## config.mk

```make
export PLATFORM = sky130hd
export DESIGN_NAME = amo_exec
export DESIGN_NICKNAME = d
export VERILOG_FILES = /design/src/rtl/amo_pkg.sv /design/src/rtl/amo_alu.sv /design/src/rtl/amo_ctrl.sv /design/src/rtl/amo_datapath.sv /design/src/rtl/amo_exec.sv
export SDC_FILE = /design/constraint.sdc
export NUM_CORES = 1
export LEC_CHECK = 0
export ABC_AREA = 0
export BUFFER_PORTS_ARGS = -buffer_cell sky130_fd_sc_hd__clkbuf_2
export CORE_MARGIN = 4
export CORE_UTILIZATION = 45
export CTS_CLUSTER_SIZE = 24
export DETAILED_ROUTE_END_ITERATION = 7
export HOLD_SLACK_MARGIN = 0.06
export PLACE_DENSITY_LB_ADDON = 0.3
export SKIP_LAST_GASP = 1
export SYNTH_ARGS = -nofsm -noshare
export SYNTH_HDL_FRONTEND = slang
export SYNTH_HIERARCHICAL = 1
export SYNTH_SLANG_ARGS = --single-unit
```

## constraint.sdc

```tcl
create_clock -name clk -period 5.2 [get_ports clk]
set_input_delay 1.3 -clock clk [delete_from_list [all_inputs] [get_ports clk]]
set_output_delay 1.3 -clock clk [all_outputs]
set_load 0.005 [all_outputs]
```

## src/rtl/amo_pkg.sv

```systemverilog
package amo_pkg;

  typedef enum logic [3:0] {
    OP_ADD  = 4'd0,
    OP_AND  = 4'd1,
    OP_OR   = 4'd2,
    OP_XOR  = 4'd3,
    OP_SWAP = 4'd4,
    OP_MIN  = 4'd5,
    OP_MAX  = 4'd6,
    OP_MINU = 4'd7,
    OP_MAXU = 4'd8
  } amoOp_e;

  typedef enum logic [1:0] {
    ST_IDLE = 2'd0,
    ST_EXEC = 2'd1,
    ST_RESP = 2'd2
  } ctrlState_e;

  // Strobes from the control to the datapath.
  typedef struct packed {
    logic latchReq;  // capture the request fields this cycle
    logic commit;    // write the result back and load the response
  } ctrlStrobe_t;

endpackage

```

## src/rtl/amo_alu.sv

```systemverilog
module amo_alu
  import amo_pkg::*;
#(
  parameter int DATA_W = 32
) (
  input  logic [DATA_W-1:0] oldVal,
  input  logic [DATA_W-1:0] operand,
  input  logic [3:0]        opCode,
  output logic [DATA_W-1:0] newVal,
  output logic              opValid
);

  logic signedLess;
  logic unsignedLess;

  assign signedLess   = $signed(operand) < $signed(oldVal);
  assign unsignedLess = operand < oldVal;

  always_comb begin
    newVal  = oldVal;
    opValid = 1'b1;
    case (opCode)
      OP_ADD:  newVal = oldVal + operand;
      OP_AND:  newVal = oldVal & operand;
      OP_OR:   newVal = oldVal | operand;
      OP_XOR:  newVal = oldVal ^ operand;
      OP_SWAP: newVal = operand;
      OP_MIN:  newVal = signedLess   ? operand : oldVal;
      OP_MAX:  newVal = signedLess   ? oldVal  : operand;
      OP_MINU: newVal = unsignedLess ? operand : oldVal;
      OP_MAXU: newVal = unsignedLess ? oldVal  : operand;
      default: opValid = 1'b0;
    endcase
  end

endmodule

```

## src/rtl/amo_ctrl.sv

```systemverilog
module amo_ctrl
  import amo_pkg::*;
(
  input  logic        clk,
  input  logic        rst_n,
  input  logic        reqValid,
  output logic        reqReady,
  output logic        rspValid,
  input  logic        rspReady,
  output ctrlStrobe_t strobe
);

  ctrlState_e stateQ;
  ctrlState_e stateD;

  always_comb begin
    stateD = stateQ;
    case (stateQ)
      ST_IDLE: if (reqValid) stateD = ST_EXEC;
      ST_EXEC: stateD = ST_RESP;
      ST_RESP: if (rspReady) stateD = ST_IDLE;
      default: stateD = ST_IDLE;
    endcase
  end

  always_ff @(posedge clk or negedge rst_n) begin
    if (!rst_n) stateQ <= ST_IDLE;
    else        stateQ <= stateD;
  end

  assign reqReady        = (stateQ == ST_IDLE);
  assign rspValid        = (stateQ == ST_RESP);
  assign strobe.latchReq = reqValid && reqReady;
  assign strobe.commit   = (stateQ == ST_EXEC);

  // once a request is captured, no further request is taken.
  p_busy_after_accept_r9: assert property (@(posedge clk) disable iff (!rst_n)
    strobe.latchReq |=> !reqReady);

  // the commit step is followed directly by a visible response.
  p_rsp_after_commit_r9: assert property (@(posedge clk) disable iff (!rst_n)
    strobe.commit |=> rspValid && !reqReady);

endmodule

```

## src/rtl/amo_datapath.sv

```systemverilog
module amo_datapath
  import amo_pkg::*;
#(
  parameter int DATA_W = 32,
  parameter int DEPTH  = 16,
  parameter int ADDR_W = 8
) (
  input  logic              clk,
  input  logic              rst_n,
  input  ctrlStrobe_t       strobe,
  input  logic [ADDR_W-1:0] reqAddr,
  input  logic [3:0]        reqOp,
  input  logic [DATA_W-1:0] reqData,
  output logic [DATA_W-1:0] rspData,
  output logic              rspErr
);

  localparam int IDX_W = (DEPTH > 1) ? $clog2(DEPTH) : 1;
  localparam logic [ADDR_W:0] LIMIT = (ADDR_W+1)'(DEPTH);

  logic [ADDR_W-1:0] addrQ;
  logic [3:0]        opQ;
  logic [DATA_W-1:0] operandQ;
  logic [DATA_W-1:0] rspDataQ;
  logic              rspErrQ;

  logic [DEPTH-1:0][DATA_W-1:0] memRd;
  logic [IDX_W-1:0]  wordIdx;
  logic              inRange;
  logic [DATA_W-1:0] oldVal;
  logic [DATA_W-1:0] newVal;
  logic              opValid;
  logic              reqErr;

  // Request capture.
  always_ff @(posedge clk or negedge rst_n) begin
    if (!rst_n) begin
      addrQ    <= '0;
      opQ      <= '0;
      operandQ <= '0;
    end else if (strobe.latchReq) begin
      addrQ    <= reqAddr;
      opQ      <= reqOp;
      operandQ <= reqData;
    end
  end

  assign inRange = {1'b0, addrQ} < LIMIT;
  assign wordIdx = addrQ[IDX_W-1:0];
  assign oldVal  = inRange ? memRd[wordIdx] : '0;
  assign reqErr  = !inRange || !opValid;

  amo_alu #(.DATA_W(DATA_W)) u_alu (
    .oldVal  (oldVal),
    .operand (operandQ),
    .opCode  (opQ),
    .newVal  (newVal),
    .opValid (opValid)
  );

  // Storage words, one register each.
  for (genvar g = 0; g < DEPTH; g++) begin : g_word
    logic [DATA_W-1:0] wordQ;
    logic              wrEn;
    assign wrEn = strobe.commit && !reqErr && inRange && (wordIdx == IDX_W'(g));
    always_ff @(posedge clk or negedge rst_n) begin
      if (!rst_n)    wordQ <= '0;
      else if (wrEn) wordQ <= newVal;
    end
    assign memRd[g] = wordQ;
  end

  // Response register.
  always_ff @(posedge clk or negedge rst_n) begin
    if (!rst_n) begin
      rspDataQ <= '0;
      rspErrQ  <= 1'b0;
    end else if (strobe.commit) begin
      rspDataQ <= reqErr ? '0 : oldVal;
      rspErrQ  <= reqErr;
    end
  end

  assign rspData = rspDataQ;
  assign rspErr  = rspErrQ;

  // a rejected request leaves every word untouched.
  p_err_no_write_r7: assert property (@(posedge clk) disable iff (!rst_n)
    strobe.commit && reqErr |=> $stable(memRd));

  // storage changes only in the commit step.
  p_write_only_commit_r9: assert property (@(posedge clk) disable iff (!rst_n)
    !strobe.commit |=> $stable(memRd));

  // a swap leaves exactly the operand in the addressed word.
  p_swap_stores_r4: assert property (@(posedge clk) disable iff (!rst_n)
    strobe.commit && !reqErr && (opQ == OP_SWAP) |=> memRd[$past(wordIdx)] == $past(operandQ));

endmodule

```

## src/rtl/amo_exec.sv

```systemverilog
module amo_exec
  import amo_pkg::*;
#(
  parameter int DATA_W = 32,
  parameter int DEPTH  = 16,
  parameter int ADDR_W = 8
) (
  input  logic              clk,
  input  logic              rst_n,
  input  logic              reqValid,
  output logic              reqReady,
  input  logic [ADDR_W-1:0] reqAddr,
  input  logic [3:0]        reqOp,
  input  logic [DATA_W-1:0] reqData,
  output logic              rspValid,
  input  logic              rspReady,
  output logic [DATA_W-1:0] rspData,
  output logic              rspErr
);

  ctrlStrobe_t strobe;

  amo_ctrl u_ctrl (
    .clk      (clk),
    .rst_n    (rst_n),
    .reqValid (reqValid),
    .reqReady (reqReady),
    .rspValid (rspValid),
    .rspReady (rspReady),
    .strobe   (strobe)
  );

  amo_datapath #(
    .DATA_W (DATA_W),
    .DEPTH  (DEPTH),
    .ADDR_W (ADDR_W)
  ) u_dp (
    .clk     (clk),
    .rst_n   (rst_n),
    .strobe  (strobe),
    .reqAddr (reqAddr),
    .reqOp   (reqOp),
    .reqData (reqData),
    .rspData (rspData),
    .rspErr  (rspErr)
  );

  // a stalled response holds its value.
  p_rsp_hold_r10: assert property (@(posedge clk) disable iff (!rst_n)
    rspValid && !rspReady |=> rspValid && $stable(rspData) && $stable(rspErr));

  // request and response sides are never open together.
  p_one_in_flight_r9: assert property (@(posedge clk) disable iff (!rst_n)
    rspValid |-> !reqReady);

endmodule

```

== Word level (Yosys, flattened, before mapping) ==
Cells that the tools add are included.

* Register bits: 591
* Word-level logic and storage cells: 98

* Equality and inequality tests: 27
* Multiplexer cells: 13
* Bitwise operators: 3
* $add $sub $neg: 1
* $lt $le $gt $ge: 4
* Reductions and logical operators: 28

{| class="wikitable"
|+ Operator list
! operator !! count
|-
| $pmux 32 s9 || 1
|-
| $mux 32 || 7
|-
| $bmux 32 s4 || 1
|-
| $lt 32x32->1 || 2
|-
| $eq 4x4->1 const B || 9
|-
| $add 32x32->32 || 1
|-
| $and 32x32->32 || 1
|-
| $eq 4x3->1 const B || 8
|-
| $or 32x32->32 || 1
|-
| $xor 32x32->32 || 1
|-
| $logic_and 1x1->1 || 19
|-
| $eq 4x2->1 const B || 4
|-
| $reduce_or 9->1 || 1
|-
| $eq 4x1->1 const B || 2
|-
| $logic_not 4->1 || 2
|-
| $lt 8x5->1 const B || 1
|-
| $pmux 2 s3 || 1
|-
| $lt 4x5->1 const B || 1
|-
| $mux 2 || 2
|-
| $logic_not 1->1 || 3
|-
| $eq 2x1->1 const B || 1
|-
| $eq 2x2->1 const B || 1
|-
| $logic_not 2->1 || 1
|-
| $ne 2x1->1 const B || 1
|-
| other kinds (4) || 4
|}

== Depth between registers and ports, before layout ==
Gate-level depths: netlist of the first run.

* Word-level depth: 9
* Depth in mapped cells: 21
* Depth with buffers taken out: 15

== By module ==
Netlist of the first run, hierarchy kept.

{| class="wikitable"
|+ By module, submodules not included
! module !! area each (sq um) !! cells an instance !! instances !! sequential area each (sq um)
|-
| amo_datapath || 26902.1 || 1688 || 1 || 14739.1
|-
| amo_alu || 4768.3 || 701 || 1 || 0.0
|-
| amo_ctrl || 90.1 || 9 || 1 || 50.0
|}

== Least setup slack after synthesis of the first run ==
OpenSTA, ideal clock, no wires.

* Path type: flip-flop to flip-flop
* Start point: register u_dp.addrQ[2]
* End point: register u_dp.g_word[11].wordQ[24]
* Stages on the path, launching flop included: 20
* Required time: 5.072 ns
* Library setup time: 0.128 ns
* Arrival: 4.969 ns
* Setup slack: 0.103 ns
* Buffers on the path: 5
* Path through: dfrtp_1 -> clkbuf_1 -> clkbuf_1 -> buf_2 -> mux4_2 -> a22oi_1 -> a21oi_1 -> inv_1 -> ha_1 -> buf_6 -> or4_4 -> a311oi_2 -> o41ai_4 -> nand4b_1 -> nand3_2 -> a21oi_4 -> a21oi_1 -> or4_1 -> clkbuf_1 -> mux2_1

* Elaborated cells between the ends (all ways): 22
* Those cells by class: 1 x add/sub; 3 x order compare; 1 x eq/ne; 8 x mux; 3 x bitwise; 6 x reduce/logical

{| class="wikitable"
|+ RTL lines
! item !! line !! text
|-
| from (decl) || amo_datapath.sv:21 || <nowiki>logic [ADDR_W-1:0] addrQ;</nowiki>
|-
| from (signal assigned) || amo_datapath.sv:42 || <nowiki>addrQ <= reqAddr;</nowiki>
|-
| $bmux 32 s4 || amo_datapath.sv:50 || <nowiki>assign oldVal = inRange ? memRd[wordIdx] : '0;</nowiki>
|-
| $mux 32 (not written as such) || amo_datapath.sv:50 ||
|-
| $mux 32 * || amo_datapath.sv:50 ||
|-
| via u_dp.oldVal[19] || amo_datapath.sv:30 || <nowiki>logic [DATA_W-1:0] oldVal;</nowiki>
|-
| $lt 32x32->1 (on tied branches) || amo_alu.sv:17, amo_alu.sv:16 ||
|-
| $mux 32 (on tied branches) || -- ||
|-
| $pmux 32 s9 * || amo_alu.sv:22 || <nowiki>case (opCode)</nowiki>
|-
| via u_dp.newVal[24] || amo_datapath.sv:31 || <nowiki>logic [DATA_W-1:0] newVal;</nowiki>
|-
| to (signal assigned) || amo_datapath.sv:68 || <nowiki>else if (wrEn) wordQ <= newVal;</nowiki>
|-
| to (decl) || amo_datapath.sv:63 || <nowiki>logic [DATA_W-1:0] wordQ;</nowiki>
|}

The timed path passes the listed nets; every way through them passes the cells marked *. The select of a mux whose other input is x is not followed.
A chain may end at the register's enable or synchronous reset.

== Final worst setup path of the first run ==
* Start point: register u_dp.addrQ[2]
* End point: register u_dp.g_word[8].wordQ[6]

* Elaborated cells between the ends (all ways): 22
* Those cells by class: 1 x add/sub; 3 x order compare; 1 x eq/ne; 8 x mux; 3 x bitwise; 6 x reduce/logical

{| class="wikitable"
|+ RTL lines
! item !! line
|-
| $bmux 32 s4 || amo_datapath.sv:50
|-
| $mux 32 (not written as such) || amo_datapath.sv:50
|-
| $mux 32 * || amo_datapath.sv:50
|-
| via u_dp.oldVal[18] || amo_datapath.sv:30
|-
| $lt 32x32->1 (on tied branches) || amo_alu.sv:17, amo_alu.sv:16
|-
| $mux 32 (on tied branches) || --
|-
| $pmux 32 s9 * || amo_alu.sv:22
|-
| via u_dp.newVal[6] || amo_datapath.sv:31
|-
| to (signal assigned) || amo_datapath.sv:68
|-
| to (decl) || amo_datapath.sv:63
|}

Marked as above.

==> results of run 1 <==
how the worst max path moves through the flow:
stage,start,end,depth (start not counted)
2_1_floorplan,u_dp/addrQ[2],u_dp/g_word[11].wordQ[24],19
3_3_place_gp,u_dp/addrQ[2],u_dp/g_word[12].wordQ[3],20
3_5_place_dp,u_dp/addrQ[2],u_dp/g_word[15].wordQ[3],18
4_1_cts,u_dp/addrQ[2],u_dp/g_word[8].wordQ[6],21
5_1_grt,u_dp/addrQ[2],u_dp/g_word[11].wordQ[6],19
6_report,u_dp/addrQ[2],u_dp/g_word[8].wordQ[6],19
power breakdown:
part	total [mW]	internal (mW)	switching, mW
clock network	4.50	2.68	1.82
registers	5.62	5.06	0.561
logic	7.92	3.25	4.67
worst max-delay path, cell delays in order (launching register included):
cell and delay [ns]:
dfrtp_4 0.47, buf_12 0.19, buf_16 0.19, mux4_2 0.53
a22oi_1 0.27, a21oi_2 0.13, inv_1 0.10, ha_1 0.26
or4_4 0.51, a311oi_4 0.33, o41ai_4 0.17, nand4b_1 0.17
nand3_2 0.13, buf_4 0.16, a21o_1 0.23, buf_4 0.19
o31ai_1 0.26, nand2_1 0.18, buf_6 0.19, mux2_1 0.29
stage by stage:
stage	cell area (um2)	utilization	std cells	worst slack, ns
floorplan	31760	-	2398	0.1035
global placement	34760	0.4963	3479	-0.04673
detailed placement	34760	0.4963	3479	-0.1895
CTS	36950	0.5276	3590	0.003576
global route	37250	0.5320	3595	-0.07555
finish	37250	0.5320	3596	0.09168
cells in the mapped netlist, drive strengths merged (3+ instances only):
| cell | count |
|---|---|
| ha | 96 |
| o221ai | 35 |
| o211ai | 15 |
| mux4 | 128 |
| mux2 | 558 |
| a22o | 4 |
| a2111oi | 4 |
| nor3b | 4 |
| nand2b | 43 |
| and2 | 8 |
| a21oi | 104 |
| inv | 84 |
| or4 | 5 |
| o31ai | 7 |
| a21boi | 7 |
| a21o | 13 |
| nor4 | 24 |
| nand3 | 25 |
| nor2b | 15 |
| xnor2 | 10 |
| a22oi | 81 |
| a31oi | 4 |
| nor3 | 17 |
| dfrtp | 591 |
| nand2 | 50 |
| nor2 | 35 |
| buf | 89 |
| o22ai | 12 |
| a221oi | 11 |
| o2111ai | 5 |
| or2 | 4 |
| o21a | 3 |
| a221o | 9 |
| o211a | 7 |
| clkbuf | 109 |
| o21ai | 51 |
| nand4 | 9 |
| mux2i | 74 |
| o21bai | 6 |
| a211oi | 14 |
area by class of cell:
| class | instances | area (um2) | area share |
|---|---|---|---|
| sequential | 591 | 14800 | 0.3973 |
| multi-input combinational | 1525 | 16030 | 0.4303 |
| inverter | 84 | 315.3 | 0.008463 |
| antenna | 1 | 2.502 | 0.00006717 |
| clock buffer | 85 | 1757 | 0.04715 |
| timing repair buffer | 347 | 2865 | 0.07691 |
| tap | 940 | 1176 | 0.03157 |
| clock inverter | 23 | 306.5 | 0.008228 |
placed cells by master, fill, tap and decap left out, types with 10 or more instances in the layout:
master | netlist | final
nor4_4 | 14 | 18
o22ai_1 | 12 | 12
a21oi_2 | 1 | 18
a21oi_1 | 102 | 83
nor2_1 | 34 | 33
o21ai_0 | 47 | 44
buf_4 | 32 | 227
a211oi_1 | 14 | 11
mux2_1 | 43 | 43
clkbuf_2 | 0 | 81
o211ai_1 | 15 | 15
inv_1 | 83 | 80
a21o_1 | 13 | 13
nand2_1 | 49 | 48
a221oi_1 | 11 | 10
a22oi_1 | 81 | 74
ha_1 | 96 | 92
nor3_1 | 16 | 14
nand3_1 | 23 | 21
buf_12 | 0 | 32
clkinv_2 | 0 | 11
o221ai_1 | 35 | 34
clkbuf_16 | 0 | 61
nor2b_1 | 15 | 11
mux2_2 | 515 | 515
mux4_2 | 128 | 128
mux2i_1 | 74 | 74
clkbuf_8 | 0 | 14
nand2b_1 | 43 | 43
clkbuf_1 | 109 | 10
dfrtp_1 | 591 | 588
sequential cells by signal, summed over array words and instances, names as in the netlist:
register / count
u_ctrl/stateQ: 2
u_dp/addrQ: 8
u_dp/g_word.wordQ: 512
u_dp/opQ: 4
u_dp/operandQ: 32
u_dp/rspData: 32
u_dp/rspErr: 1
cells by family (layout without fill, tap and decap cells):
family	Yosys count	in the layout	share of synthesized area
other	0	1	0
adders and majority gates	97	97	0.03845
muxes	760	760	0.3119
buffers and inverters	282	539	0.04160
xor gates and xnor gates	11	11	0.003270
AOI/OAI and AO/OA	412	412	0.09081
DFF	591	591	0.4656
and+or+nand+nor	245	245	0.04830
metal layers:
layer / GRT usage / part of all wire / vias up
li1: - / - / 9400
met5: 0 / 0.00013 / -
met2: 0.4111 / 0.47 / 847
met1: 0.3516 / 0.42 / 11530
met3: 0.04830 / 0.070 / 190
met4: 0.09993 / 0.036 / 2
repair_timing:
item	4_1_cts	5_1_grt
pin swaps	3	10
cloned	1	0
endpoints found under the hold margin	0	0
buffers inserted	2	6
gates resized for setup	21	61
endpoints found under the setup margin	263	507
==> out/metrics.csv, run 1 <==
stage;metric;value;unit
outcome;status;finished, final reports clean;
drt;drt_iter0_drc;1943;
drt;totalWireLength;96540;um
worst_hold_path;hp-start;u_dp/g_word[11].wordQ[27];
clock_network;clkTransAtPathRegs;0.06;ns
grt;grt_overflow;0;
timing;timing.hold.ws;0.4828;ns
placement;routabilityCongestion;0.9340;
floorplan;io-pin-count;83;
floorplan;core_region_area;0.07003;mm2
clock_network;clock_sinks;591;
setup_path;critical_path_required;5.71;ns
setup_path;crit_fanout;16;
synthesis;ys_top_cells_by_area;dfrtp_1 (47%), mux2_2 (18%), mux4_2 (9.1%);
placement;portBuffers;82;
timing;rsz0062_at_grt;yes;
clock_network;numCtsBuffers;60;
timing;hold_viol_final;0;
synthesis;synthCells;2398;
setup_path;r2r_slack;0.09;ns
grt;antenna_found_initial;2;
floorplan;die_w;273.7;um
power;cellPowerDensity;484.4;mW/mm2
synthesis;synth_nets;2543;
drt;drt_pre_antenna_iters;6;
final_layout;area_growth;17.30;%
drt;vias;21970;
timing;setup_tns;0;ns
synthesis;ys.flop_type;dfrtp_1;
power;peakVddDrop;333.1;uV
synthesis;synth_async_sr_flop_share;1.000;
grt;grt_pass1_wl;146400;um
synthesis;synth_top_area_cell;dfrtp_1;
synthesis;syn_area_per_cell;13.24;um2
synthesis;yosys_warnings;6;
setup_path;reg2regPathDepth;19;
drt;via_per_inst;6.109;
clock_network;clock-root-buffer;clkbuf_16;
timing;drv_slew;0;
floorplan;die_y;273.7;um
setup_path;arrival;5.62;ns
clock_network;clockBufferDepth;3;
power;power;18.05;mW
worst_hold_path;hold_path_end;u_dp/g_word[11].wordQ[27];
synthesis;synth_top_cell_area_share;0.4656;
setup_path;cp-end-kind;flip-flop;
final_layout;drive_above_1_share;0.4520;
final_layout;fin_nets;2754;
timing;tightest_slew;1.272;ns
setup_path;worst_setup_path_start_kind;flip-flop;
floorplan;num_rows;97;
timing;fmax;0.1958;GHz
synthesis;synthDistinctLibCells;79;
setup_path;critPathKind;reg -> reg;
grt;grt_usage;0.2577;
timing;min_period;5.108;ns
synthesis;ys_ff_latch;591;
power;leakagePower;17.45;nW
placement;hpwl;62320;um
clock_network;hold_buffers;0;
floorplan;initial_core_util;0.4535;
drt;drtAntennaViolNets;0;
clock_network;cts_tree;done;
drt;remaining_drc_errors;0;
grt;grt_max_degree;109;
setup_path;r2r_end;u_dp/g_word[8].wordQ[6];
timing;fin_skew;0.03090;ns
clock_network;htree_levels;2;
synthesis;synth_edf_count;0;
grt;grt_pass1_vias;23550;
synthesis;syn_area;0.03176;mm2
final_layout;fill_cells;5820;
setup_path;r2r_start;u_dp/addrQ[2];
flow_run;drv_cap;0;
worst_hold_path;hold_path_depth;1;
clock_network;clkLatencyLatePin;0.64;ns
synthesis;ys_seq_area_frac;0.4656;
floorplan;dieArea;0.07489;mm2
drt;wl_per_cell;26.85;um
timing;setup-violations-final;0;
timing;maxSlewHeadroom;0.1452;
timing;timing.final.crit_share;0.9824;
worst_hold_path;hold_class;reg -> reg;
(Power assumes the default switching activity.)
==> inputs of run 2 (changes only) <==
- SYNTH_HIERARCHICAL: 1 -> default
==> run 2 against run 1 <==
- the run now ends with setup timing left
- maximum frequency shrank 2.5%
- via count grew 7.2%
- worst hold slack lost 0.011 ns
- critical endpoint is now u_dp.g_word[1].wordQ[22]
- area after synthesis shrank 3.7%
==> out/metrics.csv, run 2 <==
stage;metric;value;unit
outcome;status;finished, violations left;
outcome;violations;setup timing;
synthesis;synth_top_area_cell;dfrtp_1;
floorplan;io-pin-count;83;
setup_path;r2r_slack;-0.04;ns
synthesis;synth_common_cells;dfrtp_1 (591), o21ai_0 (267), nor2_1 (263), a21oi_1 (259), nand2_1 (258);
floorplan;die_w;268.7;um
synthesis;synth_top_cell_area_share;0.4837;
final_layout;largest_reg_flops;512;
setup_path;crit_fanout;8;
placement;hpwl;62570;um
final_layout;final_cell_mix;dfrtp_1 (587), nor2_1 (246), nand2_1 (243);
drt;vias;23550;
flow_run;drv_cap;0;
synthesis;synth_async_sr_flop_share;1.000;
grt;grt_overflow;0;
timing;min_period;5.237;ns
setup_path;cp-end-kind;flip-flop;
floorplan;initial_core_util;0.4545;
timing;drv_slew;0;
timing;tightest_slew;1.072;ns
final_layout;drive_above_1_share;0.3439;
grt;antenna_found_initial;2;
clock_network;cts_tree;done;
setup_path;critPathKind;reg -> reg;
clock_network;htree_levels;3;
grt;grt_usage;0.2604;
clock_network;clock-root-buffer;clkbuf_16;
drt;wl_per_cell;24.73;um
setup_path;arrival;5.71;ns
floorplan;dieArea;0.07218;mm2
worst_hold_path;hp-start;u_dp.g_word[1].wordQ[1];
clock_network;clock_sinks;591;
worst_hold_path;hold_class;reg -> reg;
power;cellPowerDensity;559.5;mW/mm2
placement;place_inst;3677;
grt;grt_pass1_wl;142900;um
drt;met1Wirelength;39570;um
timing;setup-violations-final;18;
floorplan;core_region_area;0.06728;mm2
clock_network;numCtsBuffers;66;
placement;pre_cts_ws;-0.2732;ns
synthesis;ys.flop_type;dfrtp_1;
timing;fin_skew;0.04324;ns
placement;portBuffers;82;
drt;top_layer_used;met5;
final_layout;top_register;u_dp.g_word.wordQ;
final_layout;area_growth;23.31;%
floorplan;die_y;268.7;um
timing;maxSlewHeadroom;0.2836;
drt;met2WireLength;45080;um
synthesis;syn_area;0.03058;mm2
placement;routabilityCongestion;0.9393;
synthesis;synth_nets;2874;
final_layout;final_common_cell;dfrtp_1;
grt;grt_pass1_vias;23720;
final_layout;layoutNonFillerInstCount;3892;
power;leakagePower;17.13;nW
timing;timing.hold.ws;0.4721;ns
synthesis;syn_area_per_cell;11.20;um2
placement;place_area;0.03317;mm2
clock_network;clockBufferDepth;3;
drt;wl_met3;7893;um
synthesis;synthCells;2729;
final_layout;fin_nets;3113;
synthesis;ys_ff_latch;591;
setup_path;worst_setup_path_start_kind;flip-flop;
timing;hold_viol_final;0;
timing;rsz0062_at_grt;yes;
synthesis;synth_edf_count;0;
drt;drt_iter0_drc;2274;
setup_path;r2r_end;u_dp.g_word[1].wordQ[22];
synthesis;synth_most_common_cell;dfrtp_1;
drt;remaining_drc_errors;0;
setup_path;r2r_start;u_dp.addrQ[0];
synthesis;ys_seq_area_frac;0.4837;
final_layout;fin_area;0.03770;mm2
synthesis;synthDistinctLibCells;87;
floorplan;num_rows;95;
worst_hold_path;hold_path_end;u_dp.g_word[1].wordQ[1];
synthesis;yosys_warnings;0;
timing;fin_ws;-0.03686;ns
worst_hold_path;hold_path_depth;2;
clock_network;clkLatencyLatePin;0.62;ns
setup_path;reg2regPathDepth;24;
timing;timing.final.crit_share;1.007;
drt;totalWireLength;96240;um
setup_path;critical_path_required;5.67;ns
power;peakVddDrop;287.5;uV
timing;fmax;0.1910;GHz
clock_network;clkTransAtPathRegs;0.07;ns
drt;drt_pre_antenna_iters;5;
grt;grt_max_degree;120;
drt;via_per_inst;6.052;
synthesis;ys_top_cells_by_area;dfrtp_1 (48%), mux4_2 (10%), mux2_2 (5.3%);
drt;drtAntennaViolNets;0;
## run 2: cell types whose count changed in the layout (fill, tap and decap cells not counted), sizes merged, moves of 71 or more
cell | before | now
nor2 | 35 | 264
nand2 | 50 | 260
mux2 | 558 | 155
a21oi | 104 | 265
o21ai | 51 | 277
a22oi | 81 | 10
## run 2: layout make-up
cell class / count / area, um2
well taps: 873 / 1092
diodes: 1 / 2.502
clock buffers: 89 / 1849
inverters: 76 / 292.8
multi-input cells: 1837 / 15450
repair buffers: 396 / 3801
flip-flops and latches: 591 / 14800
clock inverters: 29 / 414.1
fillers: 5469 / 29570
## run 2: cells by family after synthesis
| family | after synthesis | synth area share |
|---|---|---|
| compound gates | 730 | 0.1475 |
| xor+xnor | 11 | 0.003151 |
| fa+ha+maj | 97 | 0.03994 |
| buf+inv | 301 | 0.04714 |
| flops | 591 | 0.4837 |
| mux | 330 | 0.1835 |
| simple gates | 669 | 0.09510 |
## run 2: through the flow
step,utilization,TNS (ns),total power [mW]
after floorplan,-,0,10.82
after global placement,0.4931,-19.72,13.85
after detailed placement,0.4931,-37.85,14.01
after CTS,0.5404,-0.3092,19.83
after global routing,0.5604,-16.69,22.01
final,0.5604,-0.1710,21.09
## run 2: per-layer routing
metal / vias to the layer above / global-route usage
met1: 12020 / 0.3461
met4: 2 / 0.09932
met5: - / 0
met3: 227 / 0.06515
li1: 10330 / -
met2: 972 / 0.4171
## run 2: worst max-delay path by stage
stage | startpoint | to | slack (ns) | depth (start not counted)
after floorplan | u_dp.addrQ[0] | u_dp.g_word[2].wordQ[7] | 0.16 | 21
after global placement | u_dp.addrQ[0] | u_dp.g_word[1].wordQ[27] | -0.23 | 17
after detailed placement | u_dp.addrQ[0] | u_dp.g_word[4].wordQ[2] | -0.27 | 16
after CTS | u_dp.addrQ[0] | u_dp.g_word[13].wordQ[4] | -0.03 | 21
after global routing | u_dp.addrQ[0] | u_dp.g_word[1].wordQ[22] | -0.14 | 24
final | u_dp.addrQ[0] | u_dp.g_word[1].wordQ[22] | -0.04 | 24
## run 2: critical path, cell delays in order, from the launching register on
cell and delay, ns:
dfrtp_4 0.52, buf_16 0.18, buf_6 0.13, buf_6 0.10, mux4_2 0.40, mux4_2 0.59
and2_4 0.20, inv_4 0.06, ha_4 0.15, o21bai_4 0.08, a221oi_4 0.29, buf_4 0.17
o32ai_4 0.11, o41ai_4 0.43, buf_4 0.20, buf_6 0.12, nand4_1 0.14, nand3_2 0.15
nand2_4 0.09, buf_12 0.16, buf_12 0.14, a221oi_4 0.31, buf_12 0.17, buf_12 0.14
o21ai_1 0.07
## run 2: what timing repair did
item / 4_1_cts / 5_1_grt
resized for setup: 63 / 237
pin swaps: 15 / 50
cloned: 8 / 8
setup buffers: 44 / 41
hold buffers: 0 / 0
endpoints found under the setup margin: 354 / 507
## run 2: power breakdown
part           internal (mW)  switching [mW]
Combinational           4.64            5.58
Sequential              5.34           0.678
Clock                   2.84            2.02
